**src/rtl/qpwm_pkg.sv**
```systemverilog
package qpwm_pkg;

    localparam int QP_CW       = 16;
    localparam int QP_DW       = 32;
    localparam int QP_HI_LSB   = 16;
    localparam int QP_UPD_BIT  = 30;
    localparam int QP_EN_BIT   = 31;
    localparam int QP_SPARE_W  = QP_UPD_BIT - QP_HI_LSB;

    typedef logic [QP_CW-1:0] cnt_t;

    typedef struct packed {
        cnt_t pre;
        cnt_t per;
        cnt_t hi;
    } cfg_t;

endpackage

```
**src/rtl/qpwm_regs.sv**
```systemverilog
module qpwm_regs
    import qpwm_pkg::*;
#(
    parameter int NCH = 4,
    parameter int CHW = 2
) (
    input  logic                  clk,
    input  logic                  rst_n,
    input  logic                  bus_wr,
    input  logic [CHW:0]          word_addr,
    input  logic [QP_DW-1:0]      wdata,
    output logic [QP_DW-1:0]      rdata,
    output cfg_t [NCH-1:0]        stage_o,
    output logic [NCH-1:0]        run_o,
    output logic [NCH-1:0]        pend_o,
    input  logic [NCH-1:0]        commit_i
);

    typedef struct packed {
        cfg_t [NCH-1:0]                    stage;
        logic [NCH-1:0][QP_SPARE_W-1:0]    spare;
        logic [NCH-1:0]                    run;
        logic [NCH-1:0]                    pend;
    } bank_t;

    bank_t bank_d, bank_q;

    logic [CHW-1:0] ch_sel;
    logic           ctl_sel;
    logic [NCH-1:0] hit_data, hit_ctl;

    assign ch_sel  = word_addr[CHW:1];
    assign ctl_sel = word_addr[0];

    always_comb begin
        for (int i = 0; i < NCH; i++) begin
            hit_data[i] = bus_wr && (ch_sel == CHW'(i)) && !ctl_sel;
            hit_ctl[i]  = bus_wr && (ch_sel == CHW'(i)) &&  ctl_sel;
        end
    end

    always_comb begin
        bank_d = bank_q;
        for (int i = 0; i < NCH; i++) begin
            if (commit_i[i]) begin
                bank_d.pend[i] = 1'b0;
            end
            if (hit_data[i]) begin
                bank_d.stage[i].per = wdata[QP_CW-1:0];
                bank_d.stage[i].hi  = wdata[QP_HI_LSB +: QP_CW];
            end
            if (hit_ctl[i]) begin
                bank_d.stage[i].pre = wdata[QP_CW-1:0];
                bank_d.spare[i]     = wdata[QP_HI_LSB +: QP_SPARE_W];
                bank_d.run[i]       = wdata[QP_EN_BIT];
                if (wdata[QP_UPD_BIT]) begin
                    bank_d.pend[i] = 1'b1;
                end
            end
        end
    end

    always_ff @(posedge clk or negedge rst_n) begin
        if (!rst_n) begin
            bank_q <= '0;
        end else begin
            bank_q <= bank_d;
        end
    end

    always_comb begin
        rdata = '0;
        for (int i = 0; i < NCH; i++) begin
            if (ch_sel == CHW'(i)) begin
                if (ctl_sel) begin
                    rdata[QP_CW-1:0]                  = bank_q.stage[i].pre;
                    rdata[QP_HI_LSB +: QP_SPARE_W]    = bank_q.spare[i];
                    rdata[QP_UPD_BIT]                 = bank_q.pend[i];
                    rdata[QP_EN_BIT]                  = bank_q.run[i];
                end else begin
                    rdata[QP_CW-1:0]                  = bank_q.stage[i].per;
                    rdata[QP_HI_LSB +: QP_CW]         = bank_q.stage[i].hi;
                end
            end
        end
    end

    assign stage_o = bank_q.stage;
    assign run_o   = bank_q.run;
    assign pend_o  = bank_q.pend;

    for (genvar g = 0; g < NCH; g++) begin : g_chk
        AST_PEND_SET: assert property (@(posedge clk) disable iff (!rst_n)
            (hit_ctl[g] && wdata[QP_UPD_BIT]) |=> bank_q.pend[g]);

        AST_IDLE_COMMIT: assert property (@(posedge clk) disable iff (!rst_n)
            (bank_q.pend[g] && !bank_q.run[g] && !hit_ctl[g]) |=> !bank_q.pend[g]);
    end

endmodule

```
**src/rtl/qpwm_chan.sv**
```systemverilog
module qpwm_chan
    import qpwm_pkg::*;
(
    input  logic clk,
    input  logic rst_n,
    input  logic run_i,
    input  logic pend_i,
    input  cfg_t stage_i,
    output logic commit_o,
    output logic pwm_o
);

    typedef struct packed {
        cfg_t act;
        cnt_t pcnt;
        cnt_t dcnt;
        logic live;
    } chan_t;

    chan_t st_d, st_q;
    logic  tick_end, period_end, commit;

    assign tick_end   = (st_q.pcnt == st_q.act.pre);
    assign period_end = tick_end && (st_q.dcnt == st_q.act.per);

    always_comb begin
        st_d   = st_q;
        commit = 1'b0;
        if (!run_i) begin
            st_d.live = 1'b0;
            st_d.pcnt = '0;
            st_d.dcnt = '0;
            commit    = pend_i;
        end else if (!st_q.live) begin
            st_d.live = 1'b1;
            st_d.pcnt = '0;
            st_d.dcnt = '0;
            commit    = pend_i;
        end else begin
            if (tick_end) begin
                st_d.pcnt = '0;
                st_d.dcnt = period_end ? '0 : st_q.dcnt + 1'b1;
            end else begin
                st_d.pcnt = st_q.pcnt + 1'b1;
            end
            commit = pend_i && period_end;
        end
        if (commit) begin
            st_d.act = stage_i;
        end
    end

    always_ff @(posedge clk or negedge rst_n) begin
        if (!rst_n) begin
            st_q <= '0;
        end else begin
            st_q <= st_d;
        end
    end

    assign commit_o = commit;
    assign pwm_o    = run_i && st_q.live && (st_q.dcnt < st_q.act.hi);

    AST_CNT_RANGE: assert property (@(posedge clk) disable iff (!rst_n)
        st_q.live |-> (st_q.pcnt <= st_q.act.pre && st_q.dcnt <= st_q.act.per));

    AST_MIDPERIOD_HOLD: assert property (@(posedge clk) disable iff (!rst_n)
        (st_q.live && run_i && !period_end) |=> $stable(st_q.act));

    AST_STOP_IDLE: assert property (@(posedge clk) disable iff (!rst_n)
        !run_i |=> (!st_q.live && st_q.pcnt == '0 && st_q.dcnt == '0));

endmodule

```
**src/rtl/qpwm_top.sv**
```systemverilog
module qpwm_top
    import qpwm_pkg::*;
#(
    parameter  int NCH = 4,
    localparam int CHW = (NCH > 1) ? $clog2(NCH) : 1,
    localparam int AW  = CHW + 3
) (
    input  logic              clk,
    input  logic              rst_n,
    input  logic              bus_wr,
    input  logic [AW-1:2]     bus_addr,
    input  logic [QP_DW-1:0]  bus_wdata,
    output logic [QP_DW-1:0]  bus_rdata,
    output logic [NCH-1:0]    pwm_out
);

    cfg_t [NCH-1:0] stage;
    logic [NCH-1:0] run, pend, commit;

    qpwm_regs #(
        .NCH (NCH),
        .CHW (CHW)
    ) regs_i (
        .clk       (clk),
        .rst_n     (rst_n),
        .bus_wr    (bus_wr),
        .word_addr (bus_addr),
        .wdata     (bus_wdata),
        .rdata     (bus_rdata),
        .stage_o   (stage),
        .run_o     (run),
        .pend_o    (pend),
        .commit_i  (commit)
    );

    for (genvar g = 0; g < NCH; g++) begin : g_chan
        qpwm_chan chan_i (
            .clk      (clk),
            .rst_n    (rst_n),
            .run_i    (run[g]),
            .pend_i   (pend[g]),
            .stage_i  (stage[g]),
            .commit_o (commit[g]),
            .pwm_o    (pwm_out[g])
        );
    end

    AST_RESET_LOW: assert property (@(posedge clk) disable iff (!rst_n)
        $rose(rst_n) |-> (pwm_out == '0));

endmodule

```
**config.mk**
```make
export PLATFORM = sky130hd
export DESIGN_NAME = qpwm_top
export DESIGN_NICKNAME = d
export VERILOG_FILES = /design/src/rtl/qpwm_pkg.sv /design/src/rtl/qpwm_regs.sv /design/src/rtl/qpwm_chan.sv /design/src/rtl/qpwm_top.sv
export SDC_FILE = /design/constraint.sdc
export NUM_CORES = 1
export LEC_CHECK = 0
export ABC_CLOCK_PERIOD_IN_PS = 5100
export BUFFER_PORTS_ARGS = -buffer_cell sky130_fd_sc_hd__buf_4
export CORE_AREA = 10 10 220 222
export CTS_CLUSTER_SIZE = 8
export DETAILED_ROUTE_END_ITERATION = 6
export DIE_AREA = 0 0 230 232
export PLACE_DENSITY_LB_ADDON = 0.1
export SLEW_MARGIN = 20
export SYNTH_ARGS = -nofsm -noshare
export SYNTH_HDL_FRONTEND = slang
export SYNTH_HIERARCHICAL = 1
export SYNTH_SLANG_ARGS = --single-unit
```
**constraint.sdc**
```tcl
create_clock -name clk -period 5.1 [get_ports clk]
set_input_delay 0.255 -clock clk [delete_from_list [all_inputs] [get_ports clk]]
set_output_delay 0.255 -clock clk [all_outputs]
set_load 0.01 [all_outputs]
```
==> summary.txt <==
Worst setup path
  • Worst path cell trace: ha_1, a21oi_1, nor2b_1, a2111o_1, a31oi_1, o21ai_0, a2111oi_0, buf_4, buf_4
  • Max FO, Critical Path: 5
  • CP endpoint kind: primary output
  • Critical path class: reg -> out
  • Cell repeated most along the worst path: buf_4
  • Slowest CP cell: a2111oi_0
  • WP data arrival: 3.56 ns
  • Req. time, crit path: 4.85 ns
  • CP max stage delay: 0.85 ns
  • CP Launch Type: flop

Global route
  • Total GRT Usage: 0.2605
  • Number of global-route vias before repair: 18.27k
  • Pin count of the biggest net entering global routing: 130
  • Initial antenna violation count: 2
  • Total gr overflow: 0
  • Wire length of the first global-routing pass: 108100 um

Floorplan
  • # IOs: 74
  • Die span in y: 232 um
  • Core area: 43930 um2
  • Rows: 77
  • Die X: 230 um
  • Initial Util: 0.6700
  • Die area: 53360 um2

Timing
  • Min Tclk post-route: 3.813 ns
  • Worst slew pin tran: 1.000 ns
  • Setup TNS: 0 ns
  • Endpoints failing setup: 0
  • Slew HR: 0.3330
  • RSZ-0062 raised after global routing: no
  • Clk_skew: 0.01560 ns
  • Final Hold Fails: 0
  • Pins over their slew limit: 0
  • Max Freq: 0.2623 GHz
  • Final period util: 0.7476

Run
  • Max Cap Viol: 0

Routing
  • Avg Vias per Cell: 6.130
  • First-pass DRT Iterations: 5
  • Final wirelength: 68350 um
  • Post-route DRC: 0
  • Final ANT Viol Nets: 0
  • Per-cell routed wire length: 24.00 um
  • Vias: 17.46k
  • Drt first-iter violations: 1383

Worst hold path
  • Hold crit path type: in -> reg

CTS
  • CTS root buf: clkbuf_16
  • Post-cts sizing count: 0
  • CTS Sinks: 580
  • Clk buf depth: 3
  • Clock Latency Late Sink: 0.61 ns
  • Clock Pin Slew Worst Setup and Hold Paths: 0.05 ns
  • H-tree depth: 3
  • TritonCTS Buffers: 82
  • TritonCTS clock tree: done

Synth
  • Yosys top cell by area: dfrtp_1
  • Synth Net Count: 2443
  • Mapped cell area: 29430 um2
  • Number of synthesized flops with an enable pin: 0
  • Synth Register Bits: 580
  • Main synth FF type: dfrtp_1
  • Synthesis Warnings: 6
  • Top-area cell type share of the netlist area: 0.4931
  • Post-Syn Instances: 2337
  • Ys async rst share: 1.000
  • Synth unique cells: 47
  • Avg Synthesized Cell Area: 12.59 um2
  • Seq/Total Area, Yosys: 0.4931
  • Synth area leaders: dfrtp_1 (49%), mux2_2 (16%), buf_4 (5.3%), mux4_2 (4.7%), xnor2_1 (4.2%)

Power
  • Pint: 10800 uW
  • Clock share of power: 0.310
  • Leak Pwr: 0.01373 uW
  • Maximum vdd drop: 0.4319 mV
  • Sequential share of power: 0.450
  • Switch share: 0.2930
  • Pwr dens: 486.2 nW/um2
  • Comb pwr share: 0.240
  • Total net switching power: 4476 uW

Layout
  • Cell area after layout: 31430 um2
  • Layout cells sized above 1: 0.3091
  • Layout area overhead: 6.763%
  • NumNets Final: 2355

Outcome
  • Status: complete, no violations

Placed design
  • Port Buffers: 73
  • Final Wtd Congestion: 0.8636
  • Placed cell areas: 28960 um2
  • HPWL after DPL: 47330 um
repair_timing:
action                                 in CTS  in global routing
endpoints found under the hold margin     323                  0
hold buffers                               31                  0
setup buffers                               0                  0
Yosys cell counts (17+ instances only):
cell type,n
mux2_1,47
ha_1,68
buf_4,206
dfrtp_1,580
nor4_1,24
mux4_2,62
xor2_1,92
a21oi_1,69
inv_1,81
nor2_1,134
o21ai_0,17
a211oi_1,20
nand3_1,56
xnor2_1,140
nand2_1,54
mux2_2,429
and3_1,25
nand4_1,45
clkbuf_1,38
buf_2,41
layout make-up:
class                   count  area, um2
flip-flops and latches    580      14510
multi-input cells        1374      12590
fillers                  3037      12510
clock buffers              84       2081
repair buffers            130       1119
well taps                 592      740.7
inverters                  81      304.0
clock inverters             6      75.07
diodes                      1      2.502
worst max-delay path, delay by kind of cell, from the launching register on:
| kind | cells | cell delay [ns] |
|---|---|---|
| flip-flops | 1 | 0.48 |
| adder cells (fa/ha/maj) | 1 | 0.36 |
| buffers and inverters | 2 | 0.39 |
| AO/OA/AOI/OAI | 5 | 1.67 |
| AND/OR/NAND/NOR | 1 | 0.06 |
placed cells by master (no fill, tap or decap), drive strengths merged, types with 5 or more instances in the layout:
| master | n |
|---|---|
| xnor2 | 140 |
| a211oi | 20 |
| nand2b | 10 |
| nor4 | 24 |
| nor2b | 8 |
| o21ai | 17 |
| clkbuf | 84 |
| dfrtp | 580 |
| mux2 | 476 |
| nand4 | 45 |
| or3 | 12 |
| a21o | 8 |
| inv | 84 |
| a21oi | 69 |
| dlygate4sd3 | 31 |
| nand2 | 58 |
| nand3 | 56 |
| ha | 68 |
| nor2 | 134 |
| buf | 99 |
| xor2 | 92 |
| or2 | 5 |
| and3 | 25 |
| mux4 | 62 |
registers in the layout, summed over array words and instances, names as in the netlist:
signal,cells
regs_i/pend_o,4
g_chan.chan_i/st_q,324
regs_i/bank_q,56
regs_i/stage_o,192
regs_i/run_o,4
power by group through the flow:
stage / Sequential, uW / Combinational (uW) / Clock, uW
2_1_floorplan: 6480 / 3310 / 0
3_5_place_dp: 6930 / 3640 / 0
6_report: 6870 / 3670 / 4740
3_3_place_gp: 6880 / 3520 / 0
4_1_cts: 6860 / 3700 / 4830
5_1_grt: 7010 / 4040 / 5020
logic make-up (layout without fill, tap and decap cells):
| family | after synthesis | in the layout | share of synthesized area |
|---|---|---|---|
| AO/OA/AOI/OAI | 143 | 143 | 0.03243 |
| buffers and inverters | 383 | 301 | 0.07992 |
| multiplexers | 539 | 539 | 0.2299 |
| flip-flops | 580 | 580 | 0.4931 |
| adder cells (fa/ha/maj) | 68 | 68 | 0.02891 |
| XOR/XNOR | 232 | 232 | 0.06903 |
| other | 0 | 1 | 0 |
| AND/OR/NAND/NOR | 392 | 392 | 0.06674 |
path summary, 6_finish.rpt:
check	from	end	slack (ns)	cells past startpoint
hold reg to reg	regs_i/run_o[2]	g_chan[2].chan_i/st_q[0]	0.43	0
min in group asynchronous	rst_n	g_chan[3].chan_i/st_q[24]	0.33	2
setup reg to reg	g_chan[2].chan_i/st_q[28]	g_chan[2].chan_i/st_q[52]	1.42	8
max in group asynchronous	rst_n	g_chan[0].chan_i/st_q[69]	3.43	3
hold / removal	bus_wdata[7]	regs_i/stage_o[167]	0.02	2
setup / recovery	g_chan[0].chan_i/st_q[7]	pwm_out[0]	1.29	9
through the flow:
step                      hold slack (ns)  power [uW]  utilization  worst slack, ns  std cells
after floorplan                  -0.04059        9795            -            2.644       2337
after global placement             0.4199       10390       0.6585            1.548       2725
after global routing             0.003823       16060       0.7153            1.189       2847
final                             0.02197       15280       0.7153            1.287       2848
after detailed placement           0.4235       10570       0.6591            1.494       2726
after CTS                        0.001495       15400       0.7153            1.264       2847
routing by layer:
| metal | wire, um | GRT usage | vias up |
|---|---|---|---|
| met5 | 17 | 0 | - |
| li1 | - | - | 7799 |
| met4 | 2850 | 0.1139 | 2 |
| met3 | 3180 | 0.04691 | 133 |
| met1 | 30530 | 0.3587 | 9052 |
| met2 | 31770 | 0.4017 | 473 |
Power figures use the tool's default switching activity.
